**config.mk**
```make
export PLATFORM = sky130hd
export DESIGN_NAME = sysclk_ctl_reg
export DESIGN_NICKNAME = d
export VERILOG_FILES = /design/src/rtl/sysclk_pkg.sv /design/src/rtl/sysclk_wr_gate.sv /design/src/rtl/sysclk_decode.sv /design/src/rtl/sysclk_ctl_reg.sv
export SDC_FILE = /design/constraint.sdc
export NUM_CORES = 1
export LEC_CHECK = 0
export ABC_AREA = 1
export CAP_MARGIN = 20
export CORE_AREA = 2 2 39 41
export CTS_CLUSTER_DIAMETER = 50
export DETAILED_ROUTE_END_ITERATION = 6
export DIE_AREA = 0 0 41 43
export DONT_BUFFER_PORTS = 1
export PLACE_DENSITY = 0.62
export SYNTH_ARGS = -nofsm -noshare
export SYNTH_HDL_FRONTEND = slang
export SYNTH_SLANG_ARGS = --single-unit
export TNS_END_PERCENT = 1
```
**constraint.sdc**
```tcl
create_clock -name clk -period 1.79 [get_ports clk]
set_input_delay 0.0895 -clock clk [delete_from_list [all_inputs] [get_ports clk]]
set_output_delay 0.0895 -clock clk [all_outputs]
set_load 0.01 [all_outputs]
```
**src/rtl/sysclk_pkg.sv**
```systemverilog
package sysclk_pkg;
    localparam int CTL_W = 8;

    // bit positions inside the control word
    localparam int B_WAIT  = 2;
    localparam int B_DRV   = 3;
    localparam int B_PIN   = 4;
    localparam int B_MSTOP = 5;
    localparam int B_DIV8  = 6;
    localparam int B_SUB   = 7;

    localparam logic [CTL_W-1:0] CTL_RST = 8'h48;

    // operating mode codes
    localparam logic [2:0] M_HIGH  = 3'd0;
    localparam logic [2:0] M_MID   = 3'd1;
    localparam logic [2:0] M_LOW   = 3'd2;
    localparam logic [2:0] M_LOWPW = 3'd3;
    localparam logic [2:0] M_RING  = 3'd4;
    localparam logic [2:0] M_RINGL = 3'd5;

    typedef struct packed {
        logic [CTL_W-1:0] ctl;
        logic             err;
    } ctl_state_t;
endpackage

```
**src/rtl/sysclk_wr_gate.sv**
```systemverilog
// Screens an accepted write: refuses a 0->1 main-stop request while the CPU
// still runs from the main clock.
module sysclk_wr_gate
    import sysclk_pkg::*;
(
    input  logic [CTL_W-1:0] cur_q,
    input  logic [CTL_W-1:0] wdata,
    input  logic             ring_osc_en,
    output logic [CTL_W-1:0] wval,
    output logic             refused
);
    logic off_main;

    always_comb begin
        off_main = cur_q[B_SUB] | ring_osc_en;
        refused  = wdata[B_MSTOP] & ~cur_q[B_MSTOP] & ~off_main;
        wval     = wdata;
        if (refused) begin
            wval[B_MSTOP] = 1'b0;
        end
    end
endmodule

```
**src/rtl/sysclk_decode.sv**
```systemverilog
// Splits the effective control word into control lines.
module sysclk_decode
    import sysclk_pkg::*;
(
    input  logic [CTL_W-1:0] eff,
    output logic [1:0]       clk_out_sel,
    output logic             wait_gate,
    output logic             sub_drive_hi,
    output logic             sub_pin_en,
    output logic             main_osc_stop,
    output logic             div8_sel,
    output logic             sub_clk_sel
);
    always_comb begin
        clk_out_sel   = eff[1:0];
        wait_gate     = eff[B_WAIT];
        sub_drive_hi  = eff[B_DRV];
        sub_pin_en    = eff[B_PIN];
        main_osc_stop = eff[B_MSTOP];
        div8_sel      = eff[B_DIV8];
        sub_clk_sel   = eff[B_SUB];
    end
endmodule

```
**src/rtl/sysclk_ctl_reg.sv**
```systemverilog
module sysclk_ctl_reg
    import sysclk_pkg::*;
#(
    parameter int               ADDR_W   = 4,
    parameter logic [ADDR_W-1:0] REG_ADDR = 6
) (
    input  logic              clk,
    input  logic              rst_n,
    input  logic [ADDR_W-1:0] bus_addr,
    input  logic [7:0]        bus_wdata,
    input  logic              bus_we,
    input  logic              bus_re,
    output logic [7:0]        bus_rdata,
    input  logic              wr_unlock,
    input  logic              stop_enter,
    input  logic [2:0]        run_mode,
    input  logic              ring_osc_en,
    output logic [1:0]        clk_out_sel,
    output logic              wait_gate,
    output logic              sub_drive_hi,
    output logic              sub_pin_en,
    output logic              main_osc_stop,
    output logic              div8_sel,
    output logic              sub_clk_sel,
    output logic              drive_hold,
    output logic              seq_err
);
    ctl_state_t       st_q, st_d;
    logic             hit, wr_ok, rd_hit, refused, fast_mode, hold_cond;
    logic [CTL_W-1:0] wval, eff;

    sysclk_wr_gate u_gate (
        .cur_q       (st_q.ctl),
        .wdata       (bus_wdata),
        .ring_osc_en (ring_osc_en),
        .wval        (wval),
        .refused     (refused)
    );

    always_comb begin
        hit       = (bus_addr == REG_ADDR);
        wr_ok     = bus_we & hit & wr_unlock;
        rd_hit    = bus_re & hit;
        fast_mode = (run_mode == M_HIGH) || (run_mode == M_MID) ||
                    (run_mode == M_RING) || (run_mode == M_RINGL);
        hold_cond = ~ring_osc_en & st_q.ctl[B_MSTOP];

        // effective value seen by readers and decoders
        eff = st_q.ctl;
        if (hold_cond) begin
            eff[B_DIV8] = 1'b1;
        end

        // next state: bus write first, forced rules applied on top
        st_d = st_q;
        if (wr_ok) begin
            st_d.ctl = wval;
        end
        if (rd_hit) begin
            st_d.err = 1'b0;
        end
        if (wr_ok && refused) begin
            st_d.err = 1'b1;
        end
        if (stop_enter) begin
            st_d.ctl[B_DRV] = 1'b1;
            if (fast_mode) begin
                st_d.ctl[B_DIV8] = 1'b1;
            end
        end
        if (!st_d.ctl[B_PIN]) begin
            st_d.ctl[B_DRV] = 1'b1;
        end
        if (!ring_osc_en && st_d.ctl[B_MSTOP]) begin
            st_d.ctl[B_DIV8] = 1'b1;
        end
    end

    always_ff @(posedge clk) begin
        if (!rst_n) begin
            st_q.ctl <= CTL_RST;
            st_q.err <= 1'b0;
        end else begin
            st_q <= st_d;
        end
    end

    sysclk_decode u_dec (
        .eff           (eff),
        .clk_out_sel   (clk_out_sel),
        .wait_gate     (wait_gate),
        .sub_drive_hi  (sub_drive_hi),
        .sub_pin_en    (sub_pin_en),
        .main_osc_stop (main_osc_stop),
        .div8_sel      (div8_sel),
        .sub_clk_sel   (sub_clk_sel)
    );

    assign bus_rdata  = hit ? eff : 8'h00;
    assign drive_hold = hold_cond;
    assign seq_err    = st_q.err;

    // a refused or absent write leaves the word alone when no rule fires
    p_locked_write_r2: assert property (@(posedge clk) disable iff (!rst_n)
        (!wr_ok && !stop_enter && (ring_osc_en || !st_q.ctl[B_MSTOP]))
        |=> $stable(st_q.ctl));

    // pin disabled implies high drive
    p_drive_forced_r4: assert property (@(posedge clk) disable iff (!rst_n)
        !sub_pin_en |-> sub_drive_hi);

    // stop entry raises drive, and divide-by-8 from the fast modes
    p_stop_drive_r5: assert property (@(posedge clk) disable iff (!rst_n)
        stop_enter |=> sub_drive_hi);
    p_stop_div8_r5: assert property (@(posedge clk) disable iff (!rst_n)
        (stop_enter && fast_mode) |=> div8_sel);

    // stopped main with ring off pins divide-by-8
    p_hold_div8_r6: assert property (@(posedge clk) disable iff (!rst_n)
        (!ring_osc_en && main_osc_stop) |-> (div8_sel && drive_hold));

    // main oscillator only stops once the CPU is off the main clock
    p_mstop_guard_r7: assert property (@(posedge clk) disable iff (!rst_n)
        $rose(main_osc_stop) |-> $past(sub_clk_sel || ring_osc_en));

    // error flag is sticky until read
    p_err_sticky_r8: assert property (@(posedge clk) disable iff (!rst_n)
        (seq_err && !rd_hit) |=> seq_err);
endmodule

```
==> metrics.md, run 1 <==
| Metric | Value |
|---|---|
| Status | `completed` |
| Setup TNS Final | `0 ns` |
| Met1 Use GR | `18.4%` |
| GRT Total Usage | `15.8%` |
| Post-route insts no fill | `106` |
| Fillers | `158` |
| Routed WL | `1140 microns` |
| N_diodes | `0` |
| Crit-path most repeated cell | `nor2_1` |
| Drt wl/cell | `10.8 microns` |
| CP Launch Type | `register` |
| Starting Density | `38.3%` |
| Slowest CP cell | `dfxtp_1` |
| Most common cell after layout, fill and taps aside | `nand2_1` |
| Hold_ws | `0.0163 ns` |
| First-pass GRT wire length | `1850 microns` |
| Cells on worst reg2reg path | `6` |
| Setup violators final | `0` |
| Worst hold stages | `2` |
| Rel. slew slack | `81.8%` |
| # port buffers | `0` |
| M3 GR Usage | `5.24%` |
| Distinct cell type count after synthesis | `16` |
| Sequential fraction of the synthesis area | `34.0%` |
| First DRT Iteration DRCs | `11` |
| Crit Path Class | `register to primary output` |
| Synth warnings | `0` |
| CTS Root Cell | `clkbuf_4` |
| Row count | `14` |
| CTS sink cnt | `9` |
| Post-CTS setup buffer count | `0` |
| CTS clk-pin slew, worst paths | `0.06 ns` |
| Area growth, synth to finish | `15.3%` |
| RePlAce Congestion | `0.756` |
| Remaining Overflow, GRT | `0` |
| Syn nets | `105` |
| TritonCTS clock tree | `done` |
| Hold Path Class | `input port to register` |
| RSZ-0062 raised after global routing | `false` |
| Die Area | `1760 sq um` |
| CP endpoint kind | `primary output` |
| Final worst slack | `0.455 ns` |
| Worst-path fanout max | `4` |
| Worst flop-to-flop path startpoint | `eff[5]$_SDFF_PN0_` |
| Data required, critical path | `1.70 ns` |
| Placed insts | `97` |
| Met2 usage | `23.4%` |
| Initial DRT Pass Iterations | `7` |
| Beginning of the worst hold path | `bus_wdata[4]` |
| Core Region | `1380 sq um` |
| Slew Viols, Final | `0` |
| Fmax | `0.749 GHz` |
| Commonest cells after routing, fill and taps aside | `nand2_1, nor2_1, inv_1` |
| Pwr dens | `654 nW/um^2` |
| Worst-Margin Slew | `0.273 ns` |
| Layout cell share with drive strength beyond 1 | `12.2%` |
| Maximum VDD drop | `0.273 mV` |
| Synth Register Bits | `9` |
| DP Area | `536 sq um` |
| # DRC | `0` |
| Die X-Extent | `41 microns` |
| Ports | `40` |
| Worst path bufs/invs | `1` |
| Pwr Total | `0.400 mW` |
| Final Hold Fails | `0` |
| GRT busiest layer | `met2` |
| DR vias | `494` |
| Avg Synthesized Cell Area | `6.39 sq um` |
| Die height | `43 microns` |
| Final Critical Period | `1.33 ns` |
| Delay-heaviest family, CP | `simple AND/OR/NAND/NOR gates` |
| H-tree levels | `1` |
| CP cell instances | `inv_1, nor2_1, nor2_1, nor2_1` |
| Hold Path End | `eff[4]$_SDFF_PN0_` |
| Nets | `113` |
| Reg2Reg Capture Point | `st_q[7]$_SDFF_PP1_` |
| Cell Area, Synth | `531 sq um` |
| Vias/cell | `4.66` |
| Antenna violation net count after detailed routing | `0` |
| DP Wirelength | `848 microns` |
| R2r setup slk | `0.81 ns` |
| Final core occ | `44.2%` |
| Number of antenna violations at the first check in global routing | `0` |
| Cells after synthesis | `83` |
| Worst clock skew | `0.00141 ns` |
| CTS Buf Count | `3` |
| MaxCap Viol Count | `0` |
| Leakage | `0.282 nW` |
| Place WS | `0.714 ns` |
| Vias in the first global route | `481` |
| Period utilization | `74.6%` |
| Crit path DAT | `1.25 ns` |
| Pin count of the biggest net entering global routing | `10` |
| Clk_lat worst skew | `0.25 ns` |
| CTS Buffer Depth | `2` |
| Design area | `612 sq um` |
| CP max stage delay | `0.38 ns` |
==> worst max path at each step <==
stage | cells past startpoint | slack (ns) | start | endpoint
final | 4 | 0.46 | eff[5]$_SDFF_PN0_ | bus_rdata[6]
after floorplan | 4 | 0.81 | eff[5]$_SDFF_PN0_ | bus_rdata[6]
after CTS | 4 | 0.42 | eff[5]$_SDFF_PN0_ | bus_rdata[6]
after global placement | 4 | 0.73 | eff[5]$_SDFF_PN0_ | bus_rdata[6]
after global routing | 4 | 0.30 | eff[5]$_SDFF_PN0_ | bus_rdata[6]
after detailed placement | 4 | 0.71 | eff[5]$_SDFF_PN0_ | bus_rdata[6]
==> registers in the layout, summed over array words and instances, names as in the netlist <==
register and flops:
seq_err 1, eff 7, st_q 1
==> cell usage after synthesis <==
library cell,instances,area share (%)
nand2_1,24,17
nor2_1,17,12
inv_1,13,9.2
dfxtp_1,9,34
a21oi_1,5,4.7
buf_4,2,2.8
inv_2,2,1.4
nand3_1,2,1.9
nand4_1,2,2.4
nand2_2,1,1.2
nand2_4,1,2.1
nand3_4,1,3.3
nor2_2,1,1.2
nor2_4,1,2.1
nor2_8,1,3.8
o21ai_0,1,0.94
==> timing repair <==
action / 4_1_cts / 5_1_grt
hold endpoints to repair: 6 / 0
hold buffers: 5 / 0
gates resized for setup: 0 / 0
==> per-layer routing <==
metal	share of wire, %	routed length (microns)
met1	42	484
met2	49	555
met3	7.7	88
met4	1.1	13
met5	0	0
==> power by group <==
| part | total, mW | internal [mW] | switching (mW) |
|---|---|---|---|
| sequential | 0.203 | 0.202 | 0.00167 |
| clock | 0.156 | 0.0859 | 0.0703 |
| combinational | 0.0408 | 0.0163 | 0.0245 |
==> cells by family after synthesis <==
family                 synth area share [%]
AO/OA/AOI/OAI                          5.66
buffers and inverters                  13.4
AND/OR/NAND/NOR                        46.9
flip-flops                             34.0
==> area by class of cell <==
| type | count | area, sq um | share of cell area (%) |
|---|---|---|---|
| inverters | 15 | 56.3 | 9.20 |
| flip-flops and latches | 9 | 180 | 29.4 |
| well taps | 16 | 20.0 | 3.27 |
| clock buffers | 4 | 26.3 | 4.29 |
| repair buffers | 5 | 50.0 | 8.18 |
| multi-input cells | 57 | 279 | 45.6 |
Power figures use the tool's default switching activity.
==> run 2, diff against run 1 <==
--- a/config.mk
+++ b/config.mk
@@ -12,7 +12,7 @@
 export DETAILED_ROUTE_END_ITERATION = 6
 export DIE_AREA = 0 0 41 43
 export DONT_BUFFER_PORTS = 1
-export PLACE_DENSITY = 0.62
+export PLACE_DENSITY = 0.64
 export SYNTH_ARGS = -nofsm -noshare
 export SYNTH_HDL_FRONTEND = slang
 export SYNTH_SLANG_ARGS = --single-unit
==> constraint.sdc (replaced) <==
create_clock -name clk -period 1.2 [get_ports clk]
set_input_delay 0.06 -clock clk [delete_from_list [all_inputs] [get_ports clk]]
set_output_delay 0.06 -clock clk [all_outputs]
set_load 0.01 [all_outputs]
==> run 2 against run 1 <==
Global-route usage up 0.29 points; utilization up 3.2 points; highest routed layer unchanged; routed wire length increased by 2.9%; critical path depth stayed put; sequential power up 50%; clock skew decreased by 0.0012 ns; power rose by 50%; first-iteration DRC count decreased by 91%; cell count rose by 3.8%.
==> metrics.md, run 2 (synthesis gave the netlist of run 1 again) <==
| Metric | Value |
|---|---|
| Crit Path Class | `register to primary output` |
| Placed insts | `98 (+1.0%)` |
| Hold Path End | `seq_err$_SDFFE_PN0P_` |
| Met1 Use GR | `18.4% (-0.060 points)` |
| CTS Buf Count | `3 (unchanged)` |
| Die Area | `1760 sq um (unchanged)` |
| CP endpoint kind | `primary output` |
| Initial DRT Pass Iterations | `3 (-4)` |
| DP Wirelength | `886 microns (+4.5%)` |
| # port buffers | `0 (unchanged)` |
| Remaining Overflow, GRT | `0 (unchanged)` |
| Worst-path fanout max | `4 (unchanged)` |
| Rel. slew slack | `83.6% (+1.8 points)` |
| GRT Total Usage | `16.1% (+0.29 points)` |
| Drt wl/cell | `10.7 microns (-0.85%)` |
| M3 GR Usage | `4.19% (-1.0 points)` |
| Maximum VDD drop | `0.367 mV (+34%)` |
| CP Launch Type | `register` |
| Area growth, synth to finish | `23.6%` |
| Routed WL | `1180 microns (+2.9%)` |
| Slew Viols, Final | `0 (unchanged)` |
| Nets | `117 (+3.5%)` |
| CTS sink cnt | `9 (unchanged)` |
| GRT busiest layer | `met2` |
| Setup violators final | `0 (unchanged)` |
| CP max stage delay | `0.34 ns (-0.04 ns)` |
| Pwr dens | `915 nW/um^2 (+40%)` |
| Layout cell share with drive strength beyond 1 | `16.0% (+3.7 points)` |
| RSZ-0062 raised after global routing | `false` |
| MaxCap Viol Count | `0 (unchanged)` |
| N_diodes | `0 (unchanged)` |
| Die height | `43 microns (unchanged)` |
| CTS Root Cell | `clkbuf_4` |
| Worst flop-to-flop path startpoint | `eff[5]$_SDFF_PN0_` |
| Hold Path Class | `input port to register` |
| Core Region | `1380 sq um (unchanged)` |
| First DRT Iteration DRCs | `1 (-10)` |
| Number of antenna violations at the first check in global routing | `0 (unchanged)` |
| Row count | `14 (unchanged)` |
| Vias/cell | `4.54 (-2.7%)` |
| Antenna violation net count after detailed routing | `0 (unchanged)` |
| Ports | `40 (unchanged)` |
| R2r setup slk | `0.20 ns (-0.61 ns)` |
| Post-route insts no fill | `110 (+3.8%)` |
| Final Hold Fails | `0 (unchanged)` |
| Final Critical Period | `1.05 ns` |
| Most common cell after layout, fill and taps aside | `nand2_1` |
| CTS Buffer Depth | `2 (unchanged)` |
| Commonest cells after routing, fill and taps aside | `nand2_1, nor2_1, inv_1` |
| TritonCTS clock tree | `done` |
| Clk_lat worst skew | `0.25 ns (about the same)` |
| Vias in the first global route | `495 (+2.9%)` |
| Met2 usage | `25.9% (+2.5 points)` |
| Leakage | `0.300 nW (+6.3%)` |
| Crit path DAT | `0.99 ns (-0.26 ns)` |
| Worst-Margin Slew | `0.246 ns (-0.0270 ns)` |
| Crit-path most repeated cell | `inv_1` |
| Data required, critical path | `1.14 ns (-0.56 ns)` |
| Pin count of the biggest net entering global routing | `10 (unchanged)` |
| Beginning of the worst hold path | `bus_re` |
| # DRC | `0 (unchanged)` |
| DR vias | `499 (+1.0%)` |
| CTS clk-pin slew, worst paths | `0.06 ns (about the same)` |
| H-tree levels | `1 (unchanged)` |
| Fmax | `0.949 GHz` |
| Setup TNS Final | `0 ns (unchanged)` |
| Slowest CP cell | `dfxtp_2` |
| RePlAce Congestion | `0.665 (-12%)` |
| Status | `completed` |
| Worst clock skew | `0.000167 ns (-0.00125 ns)` |
| CP cell instances | `inv_1, nor2_2, nor2_1, inv_1` |
| First-pass GRT wire length | `1930 microns (+4.1%)` |
| Die X-Extent | `41 microns (unchanged)` |
| Period utilization | `87.8%` |
| Starting Density | `38.3% (unchanged)` |
| Cells on worst reg2reg path | `6 (unchanged)` |
| Largest register FFs | `7 (unchanged)` |
| Worst hold stages | `3 (+1)` |
| Reg2Reg Capture Point | `st_q[7]$_SDFF_PP1_` |
==> run 2: area by class of cell <==
type / count / area (sq um)
inverter: 15 / 56.3
tap: 16 / 20.0
clock buffer: 4 / 26.3
multi-input combinational: 57 / 284
fill: 155 / 728
timing repair buffer: 9 / 87.6
sequential: 9 / 181
==> run 2: worst max-delay path by stage <==
stage | start | slack (ns) | to | depth (start not counted)
after global placement | eff[5]$_SDFF_PN0_ | 0.24 | st_q[7]$_SDFF_PP1_ | 6
after CTS | eff[5]$_SDFF_PN0_ | 0.02 | bus_rdata[6] | 4
after detailed placement | eff[5]$_SDFF_PN0_ | 0.20 | st_q[7]$_SDFF_PP1_ | 6
after floorplan | eff[5]$_SDFF_PN0_ | 0.25 | bus_rdata[6] | 4
final | eff[5]$_SDFF_PN0_ | 0.15 | div8_sel | 4
after global routing | eff[5]$_SDFF_PN0_ | 0.03 | div8_sel | 4
==> run 2: repair_timing <==
action                                  CTS  global route
endpoints found under the setup margin    0             2
hold buffers                              8             0
hold endpoints to repair                  7             0
buffers inserted                          0             0
gates resized for setup                   0             3
==> run 2: layer usage <==
| metal | up-vias | part of all wire [%] | routed length, microns |
|---|---|---|---|
| li1 | 267 | - | - |
| met1 | 208 | 42 | 497 |
| met2 | 22 | 49 | 577 |
| met3 | 2 | 8.0 | 94 |
| met4 | 0 | 0.51 | 6 |
| met5 | - | 0 | 0 |
==> run 2: metrics by stage <==
step / util (%) / area [sq um] / power (mW) / hold WS, ns / worst slack (ns)
after floorplan: - / 531 / 0.352 / 0.175 / 0.246
after global placement: 39.2 / 543 / 0.358 / 0.207 / 0.239
after detailed placement: 39.2 / 543 / 0.360 / 0.210 / 0.202
after CTS: 46.9 / 649 / 0.617 / 0.0276 / 0.0222
after global routing: 47.4 / 656 / 0.645 / 0.0668 / 0.0274
final: 47.4 / 656 / 0.600 / 0.0304 / 0.146
==> run 2: critical path, delay by kind of cell, from the launching register on <==
family / cells / cell delay (ns)
and+or+nand+nor: 2 / 0.19
DFF: 1 / 0.34
buffers and inverters: 2 / 0.21
==> run 2: power by group <==
group	switching (mW)	internal, mW	total [mW]
sequential	0.00253	0.301	0.304
clock	0.0985	0.128	0.226
combinational	0.0388	0.0312	0.0700
total	0.140	0.460	0.600
